--- src/rtl/asram_pkg.sv ---
package asram_pkg;

   typedef enum logic [2:0] {
      ST_IDLE = 3'd0,
      ST_RD   = 3'd1,
      ST_WR   = 3'd2,
      ST_WREC = 3'd3,
      ST_TURN = 3'd4
   } ctl_st_e;

   // ceil(access / period), never below one cycle
   function automatic int wait_cycles(input int access_ps, input int period_ps);
      int n;
      n = (access_ps + period_ps - 1) / period_ps;
      return (n < 1) ? 1 : n;
   endfunction

endpackage

--- src/rtl/asram_wait_ctr.sv ---
module asram_wait_ctr #(
   parameter int WAITS = 3
) (
   input  logic clk,
   input  logic rst_n,
   input  logic load,
   input  logic run,
   output logic last
);
   localparam int CNT_W = (WAITS < 2) ? 1 : $clog2(WAITS);
   localparam logic [CNT_W-1:0] LOAD_V = CNT_W'(WAITS - 1);

   logic [CNT_W-1:0] cnt;

   always_ff @(posedge clk or negedge rst_n) begin
      if (!rst_n)                   cnt <= '0;
      else if (load)                cnt <= LOAD_V;
      else if (run && cnt != '0)    cnt <= cnt - 1'b1;
   end

   assign last = (cnt == '0);
endmodule

--- src/rtl/asram_lane_mask.sv ---
module asram_lane_mask #(
   parameter int LANES = 2
) (
   input  logic [LANES*8-1:0] din,
   input  logic [LANES-1:0]   keep,
   output logic [LANES*8-1:0] dout
);
   for (genvar g = 0; g < LANES; g++) begin : g_lane
      assign dout[g*8 +: 8] = keep[g] ? din[g*8 +: 8] : 8'h00;
   end
endmodule

--- src/rtl/asram_port.sv ---
module asram_port #(
   parameter int ADDR_W    = 18,
   parameter int DATA_W    = 16,
   parameter int CLK_PS    = 5000,
   parameter int ACCESS_PS = 12000
) (
   input  logic                  clk,
   input  logic                  rst_n,
   input  logic                  req_valid,
   output logic                  req_ready,
   input  logic                  req_write,
   input  logic [ADDR_W-1:0]     req_addr,
   input  logic [DATA_W-1:0]     req_wdata,
   input  logic [DATA_W/8-1:0]   req_be,
   output logic                  rsp_valid,
   output logic [DATA_W-1:0]     rsp_rdata,
   output logic [ADDR_W-1:0]     mem_addr,
   output logic                  mem_ce_n,
   output logic                  mem_oe_n,
   output logic                  mem_we_n,
   output logic [DATA_W/8-1:0]   mem_be_n,
   output logic [DATA_W-1:0]     mem_dq_out,
   output logic                  mem_dq_oe,
   input  logic [DATA_W-1:0]     mem_dq_in
);
   import asram_pkg::*;

   localparam int LANES = DATA_W / 8;
   localparam int WAITS = wait_cycles(ACCESS_PS, CLK_PS);

   if (DATA_W % 8 != 0 || DATA_W < 8) begin : g_bad_width
      $error("asram_port: DATA_W must be a positive multiple of 8");
   end
   if (CLK_PS < 1 || ACCESS_PS < 1) begin : g_bad_time
      $error("asram_port: timing parameters must be positive");
   end

   ctl_st_e             st, st_nx;
   logic [ADDR_W-1:0]   a_q;
   logic [DATA_W-1:0]   d_q;
   logic [LANES-1:0]    be_q;
   logic                prev_rd_q;
   logic                rsp_v_q;
   logic [DATA_W-1:0]   rsp_d_q;
   logic [DATA_W-1:0]   masked;
   logic                accept, empty_wr, cnt_load, cnt_last, in_access;

   assign accept   = req_valid && (st == ST_IDLE);
   assign empty_wr = req_write && (req_be == '0);

   always_comb begin
      st_nx = st;
      unique case (st)
         ST_IDLE: if (accept) begin
            if (!req_write)     st_nx = ST_RD;
            else if (empty_wr)  st_nx = ST_IDLE;
            else if (prev_rd_q) st_nx = ST_TURN;
            else                st_nx = ST_WR;
         end
         ST_RD:   if (cnt_last) st_nx = ST_IDLE;
         ST_WR:   if (cnt_last) st_nx = ST_WREC;
         ST_WREC: st_nx = ST_IDLE;
         ST_TURN: st_nx = ST_WR;
         default: st_nx = ST_IDLE;
      endcase
   end

   assign cnt_load = (st != ST_RD && st != ST_WR) &&
                     (st_nx == ST_RD || st_nx == ST_WR);

   asram_wait_ctr #(.WAITS(WAITS)) u_wait (
      .clk  (clk),
      .rst_n(rst_n),
      .load (cnt_load),
      .run  (st == ST_RD || st == ST_WR),
      .last (cnt_last)
   );

   asram_lane_mask #(.LANES(LANES)) u_mask (
      .din (mem_dq_in),
      .keep(be_q),
      .dout(masked)
   );

   always_ff @(posedge clk or negedge rst_n) begin
      if (!rst_n) begin
         st        <= ST_IDLE;
         a_q       <= '0;
         d_q       <= '0;
         be_q      <= '0;
         prev_rd_q <= 1'b0;
         rsp_v_q   <= 1'b0;
         rsp_d_q   <= '0;
      end else begin
         st      <= st_nx;
         rsp_v_q <= (st == ST_RD) && cnt_last;
         if (accept && !empty_wr) begin
            a_q  <= req_addr;
            d_q  <= req_wdata;
            be_q <= req_be;
         end
         if (st == ST_RD && cnt_last) begin
            rsp_d_q   <= masked;
            prev_rd_q <= 1'b1;
         end
         if (st == ST_WREC) prev_rd_q <= 1'b0;
      end
   end

   assign in_access  = (st == ST_RD) || (st == ST_WR) || (st == ST_WREC);
   assign req_ready  = (st == ST_IDLE);
   assign rsp_valid  = rsp_v_q;
   assign rsp_rdata  = rsp_d_q;
   assign mem_addr   = a_q;
   assign mem_ce_n   = !in_access;
   assign mem_oe_n   = !(st == ST_RD);
   assign mem_we_n   = !(st == ST_WR);
   assign mem_be_n   = in_access ? ~be_q : '1;
   assign mem_dq_out = d_q;
   assign mem_dq_oe  = (st == ST_WR) || (st == ST_WREC);
endmodule

--- config.mk ---
export PLATFORM = sky130hd
export DESIGN_NAME = asram_port
export DESIGN_NICKNAME = d
export VERILOG_FILES = /design/src/rtl/asram_pkg.sv /design/src/rtl/asram_wait_ctr.sv /design/src/rtl/asram_lane_mask.sv /design/src/rtl/asram_port.sv
export SDC_FILE = /design/constraint.sdc
export NUM_CORES = 1
export LEC_CHECK = 0
export ABC_AREA = 1
export BUFFER_PORTS_ARGS = -buffer_cell sky130_fd_sc_hd__buf_2
export CORE_ASPECT_RATIO = 1.5
export CORE_MARGIN = 2
export CORE_UTILIZATION = 35
export DETAILED_ROUTE_END_ITERATION = 16
export GPL_TIMING_DRIVEN = 0
export PLACE_DENSITY = 0.62
export RECOVER_POWER = 25
export SETUP_SLACK_MARGIN = 0.3
export SKIP_CTS_REPAIR_TIMING = 1
export SYNTH_ARGS = -nofsm -noshare
export SYNTH_HDL_FRONTEND = slang
export SYNTH_HIERARCHICAL = 1
export SYNTH_SLANG_ARGS = --single-unit
--- constraint.sdc ---
create_clock -name clk -period 2.51 [get_ports clk]
set_input_delay 0.1255 -clock clk [delete_from_list [all_inputs] [get_ports clk]]
set_output_delay 0.1255 -clock clk [all_outputs]
set_load 0.03 [all_outputs]
==> impl_metrics.json, run 1 <==
{
  "status": "complete, but fails checks",
  "violations": "negative hold slack",
  "ir_drop_mv": 0.805,
  "synth_mux_area_share_pct": 0,
  "ys_top_cells_by_area": "dfrtp_1, nand2_1, inv_1",
  "fin_hold_ws_ns": -0.00962,
  "yosys.area_share.xor_xnor_pct": 0,
  "pwr-share-seq_pct": 31.0,
  "syn-num-nets": 375,
  "tns_ns": 0,
  "layout.area.seq_sq_um": 1480,
  "tritoncts.num_buffers": 9,
  "rows": 38,
  "layout_commonest_cell": "nand2_1",
  "totalWireLength_mm": 6.35,
  "yosysTopAreaCellShare_pct": 55.7,
  "worst_slack_ns": 0.932,
  "yosysWarningCount": 6,
  "worstMarginPinSlew_ns": 1.45,
  "crit_required_ns": 2.38,
  "slowest_stage": "dfrtp_1",
  "synth-simple-area-share_pct": 26.9,
  "hold_class": "input port to register",
  "drive_gt1_share_pct": 29.2,
  "crit_path_max_incr_delay_ns": 0.41,
  "slew_violations": 0,
  "core-area_sq_um": 7270,
  "comb_power_share_pct": 47.2,
  "period_share_pct": 62.9,
  "grt_pass1_vias": 2366,
  "p_leak_nw": 2.17,
  "max_freq_mhz": 634,
  "cp_max_fo": 6,
  "p_switching_w": 0.00228,
  "drv_cap": 0,
  "die_h_um": 111,
  "final_cell_mix": "nand2_1, buf_2, dfrtp_1",
  "multiInputGateArea_sq_um": 938,
  "yosys.area.top_type": "dfrtp_1",
  "skew_ns": 0.00743,
  "synthAdderAreaFrac_pct": 0.472,
  "dp_hpwl_mm": 4.65,
  "yosysUniqueCellTypes": 22,
  "wl_per_cell_um": 11.3,
  "io_pins": 114,
  "synthCells": 318,
  "grt_overflow": 0,
  "synth_top_family_by_area": "simple AND/OR/NAND/NOR gates",
  "hold_viol": 11,
  "clock_path_buffers": 2,
  "drc": 0,
  "dp_slack_ns": 0.941,
  "antenna_found_initial": 0,
  "p_sw_share_pct": 44.8,
  "ys_seq_area_share_pct": 55.7,
  "nFillCells": 730,
  "portBuffers": 113,
  "critical_path_class": "register to output pin",
  "root_buffer": "clkbuf_8",
  "max-slew-margin-rel_pct": 3.22,
  "cp_cell_sequence": "inv_1 -> nand2_1 -> nor2_1 -> buf_2",
  "clkLatencyLatePin_ns": 0.33,
  "num_vias": 2477,
  "ant_nets": 0,
  "p_clk_share_pct": 21.7,
  "die-area_sq_um": 8300,
  "worst_setup_path_start_kind": "register",
  "grt_max_degree": 60,
  "p_per_area_nw_per_um2": 1360,
  "dp.cells": 531,
  "drtIter0Drc": 99,
  "grt_pass1_wl_mm": 10.4,
  "dieWidth_um": 75.1,
  "fin_crit_ns": 1.58,
  "nets": 514,
  "rsz0062_at_grt": "no",
  "diodes": 0,
  "grt_use_total_pct": 16.0,
  "layout.cells.non_filler": 562,
  "viasPerCell": 4.41,
  "syn_to_final_growth_pct": 40.8,
  "cts-htree-levels": 3,
  "setup_violations": 0,
  "power.internal_w": 0.00280,
  "cp-end-kind": "output pin",
  "gp_congestion": 0.725,
  "syn-mean-instance-area_sq_um": 8.34,
  "cts_tree": "yes",
  "cts.sinks": 59,
  "synth-seq-cells": 59,
  "clk_pin_slew_ns": 0.07,
  "crit_arrival_ns": 1.45,
  "start_util_pct": 36.4,
  "syn_area_sq_um": 2650,
  "drt-pass1-iter-count": 4,
  "synth-compound-area-share_pct": 8.02
}
## final cells by class
type / instances / area share, %
plain buffers: 14 / 3.02
clock buffers: 12 / 4.42
clock inverters: 4 / 2.55
inverters: 33 / 3.32
multi-input cells: 212 / 25.1
flip-flops and latches: 59 / 39.5
well taps: 100 / 3.35
repair buffers: 128 / 18.7
## metal layers
layer	vias up	global-route usage, %	wire length [um]
li1	1252	-	-
met1	1141	18.3	2570
met2	78	26.7	3230
met3	6	5.93	486
met4	0	5.36	68
met5	-	0	0
## kinds of logic (layout without fill, tap and decap cells)
group / count (synthesis) / after routing
simple gates: 170 / 170
flops: 59 / 59
buf+inv: 47 / 191
compound gates: 41 / 41
fa+ha+maj: 1 / 1
## synth_stat cells
cell type  instances
inv_1             31
a21oi_1            2
dfrtp_1           59
inv_2              2
o21ai_0           19
nand4_1            1
buf_4              1
buf_2              3
nand3_1            9
o21ai_1           18
o21ai_2            2
nand2_1          147
nor2_4             3
nand2_4            1
buf_1              1
nand3_4            1
nor2_1             6
nor3_1             1
buf_6              7
nor2_8             1
ha_1               1
clkbuf_1           2
## worst max-delay path, delay by kind of cell, from the launching register on
kind / cells / cell delay [ns]
AND/OR/NAND/NOR: 2 / 0.32
buffers and inverters: 2 / 0.39
flip-flops: 1 / 0.41
## path summary, 6_finish.rpt
check,startpoint,end,slack [ns],cells past startpoint
min in group asynchronous,rst_n,st[2],0.70,2
setup reg to reg,st[2],u_wait/cnt[1],0.94,8
hold / removal,req_addr[14],mem_addr[14],-0.01,3
hold reg to reg,rsp_rdata[1],rsp_rdata[1],0.47,2
setup / recovery,st[0],req_ready,0.93,4
max in group asynchronous,rst_n,mem_dq_out[9],0.95,2
## power by group through the flow
stage | Combinational, W | Sequential, W | Clock [W]
global placement | 0.00241 | 0.00158 | 0
floorplan | 0.00103 | 0.00228 | 0
detailed placement | 0.00245 | 0.00159 | 0
global route | 0.00265 | 0.00164 | 0.00117
CTS | 0.00245 | 0.00158 | 0.00113
finish | 0.00240 | 0.00158 | 0.00110
## stage by stage
| stage | utilization [%] | power, W | area, sq um | hold WS (ns) |
|---|---|---|---|---|
| floorplan | - | 0.00332 | 2650 | -0.170 |
| global placement | 45.9 | 0.00399 | 3340 | 0.327 |
| detailed placement | 45.9 | 0.00403 | 3340 | 0.331 |
| CTS | 49.5 | 0.00516 | 3600 | -0.0279 |
| global route | 51.3 | 0.00546 | 3730 | 0.00114 |
| finish | 51.3 | 0.00508 | 3730 | -0.00962 |
## state kept, by name (all words and copies together) (netlist names)
name        count
st              3
mem_addr       18
prev_rd_q       1
u_wait/cnt      2
be_q            2
mem_dq_out     16
rsp_rdata      16
rsp_valid       1
No activity file was read; power rests on OpenSTA's default activity.
==> inputs of run 2 (changes only) <==
- clock period: 2.51 -> 1.5 ns (I/O delays scaled with it)
==> run 2 against run 1 <==
Effect of this change:
- the run now ends clean
- die area did not move
- cell count rose by 7.1%
- wire length rose by 21%
- critical path depth rose by 3
- count of clock-buffer cells in the layout rose by 1
- core utilization rose by 10 points
- total power rose by 83%
- cell area rose by 20%
- worst setup slack got worse by 0.90 ns
- first-iteration DRC count fell by 42%
- global-route usage rose by 0.55 points
==> impl_metrics.json, run 2 (same netlist as run 1, synthesis figures left out) <==
{
  "cts.sinks": 59,
  "drt-pass1-iter-count": 4,
  "period_share_pct": 98.1,
  "drc": 0,
  "hold_viol": 0,
  "crit_required_ns": 1.73,
  "post-route-util_pct": 61.7,
  "num_vias": 2669,
  "rows": 38,
  "rsz0062_at_grt": "yes",
  "die-area_sq_um": 8300,
  "fin_crit_ns": 1.47,
  "ir_drop_mv": 1.16,
  "drtIter0Drc": 57,
  "totalWireLength_mm": 7.66,
  "worst_setup_path_start_kind": "register",
  "grt_overflow": 0,
  "syn_to_final_growth_pct": 69.2,
  "dp.cells": 531,
  "wl_per_cell_um": 12.7,
  "clkLatencyLatePin_ns": 0.34,
  "fin_hold_ws_ns": 0.00134,
  "viasPerCell": 4.43,
  "setup_violations": 0,
  "portBuffers": 113,
  "slew_violations": 0,
  "clk_pin_slew_ns": 0.06,
  "grt_max_degree": 60,
  "power.internal_w": 0.00498,
  "gp_congestion": 0.710,
  "cp_max_fo": 8,
  "comb_power_share_pct": 56.1,
  "drv_cap": 0,
  "die_h_um": 111,
  "final_cell_mix": "buf_2, nand2_1, dfrtp_1",
  "tns_ns": 0,
  "nets": 555,
  "p_per_area_nw_per_um2": 2070,
  "p_leak_nw": 2.50,
  "root_buffer": "clkbuf_8",
  "crit_arrival_ns": 1.70,
  "tritoncts.num_buffers": 9,
  "diodes": 0,
  "p_switching_w": 0.00430,
  "clock_path_buffers": 2,
  "cts-htree-levels": 3,
  "reg2regPathDepth": 7,
  "core-area_sq_um": 7270,
  "cts_tree": "yes",
  "io_pins": 114,
  "max-slew-margin-rel_pct": 46.0,
  "p_sw_share_pct": 46.3,
  "grt_pass1_wl_mm": 10.6,
  "start_util_pct": 36.4,
  "rrSetupSlack_ns": 0.03,
  "ant_nets": 0,
  "cp-end-kind": "register",
  "status": "completed",
  "dp_hpwl_mm": 4.67,
  "drive_gt1_share_pct": 49.4,
  "dieWidth_um": 75.1,
  "layout_commonest_cell": "buf_2",
  "max_freq_mhz": 679,
  "pwr-share-seq_pct": 29.7,
  "worstMarginPinSlew_ns": 0.811,
  "largest_register_ffs": 18,
  "skew_ns": 0.00930,
  "hold_class": "input port to register",
  "grt_use_total_pct": 16.5,
  "p_clk_share_pct": 14.2,
  "layout.cells.non_filler": 602,
  "hold_depth": 3,
  "antenna_found_initial": 0,
  "critical_path_class": "register to register",
  "grt_pass1_vias": 2372
}
## run 2: cell types whose count changed in the layout (fill, tap and decap cells not counted), moves of 14 or more
| cell | previous run | this run |
|---|---|---|
| nand2_1 | 147 | 103 |
| dlygate4sd3_1 | 15 | 35 |
| nand2_2 | 0 | 39 |
| clkbuf_1 | 17 | 3 |
| o21ai_2 | 2 | 24 |
| o21ai_0 | 19 | 5 |
## run 2: through the flow
| step | total power, W | instance area [sq um] | worst slack [ns] |
|---|---|---|---|
| 6_report | 0.00928 | 4490 | 0.0281 |
| 5_1_grt | 0.00991 | 4490 | -0.0250 |
| 4_1_cts | 0.00819 | 3550 | -0.141 |
| 3_5_place_dp | 0.00685 | 3370 | -0.0541 |
| 3_3_place_gp | 0.00676 | 3370 | -0.0308 |
| 2_1_floorplan | 0.00562 | 2680 | 0.139 |
## run 2: layer usage
metal  up-vias  wire length [um]  global-route usage (%)
li1       1340                 -                       -
met1      1239              2940                    18.6
met2        78              4170                    27.3
met3        12               411                    6.57
met4         0               138                    6.43
met5         -                 0                       0
## run 2: layout make-up
type | instances | area (sq um)
buffer | 14 | 154
clock buffer | 13 | 169
clock inverter | 2 | 10.0
fill | 646 | 2790
inverter | 33 | 131
multi-input combinational | 212 | 1200
sequential | 59 | 1480
tap | 100 | 125
timing repair buffer | 169 | 1210
## run 2: critical path, cell delays in order, from the launching register on
cell,delay [ns]
dfrtp_2,0.45
nor2_4,0.20
nand3_4,0.11
buf_8,0.15
buf_6,0.13
clkbuf_16,0.15
o21ai_2,0.10
nand2_1,0.07
## run 2: power groups by stage
stage | combinational [W] | clock, W | sequential (W)
final | 0.00521 | 0.00132 | 0.00276
after global routing | 0.00564 | 0.00143 | 0.00284
after CTS | 0.00418 | 0.00135 | 0.00266
after detailed placement | 0.00418 | 0 | 0.00267
after global placement | 0.00412 | 0 | 0.00264
after floorplan | 0.00179 | 0 | 0.00383
## run 2: worst paths after layout
| path | from | to |
|---|---|---|
| worst max-delay path | st[2] | mem_dq_out[13] |
| worst min-delay path | req_be[1] | be_q[1] |
| worst max register to register | st[2] | mem_dq_out[13] |
| worst min register to register | mem_dq_out[8] | mem_dq_out[8] |
| max in group asynchronous | rst_n | st[0] |
| min in group asynchronous | rst_n | mem_addr[13] |
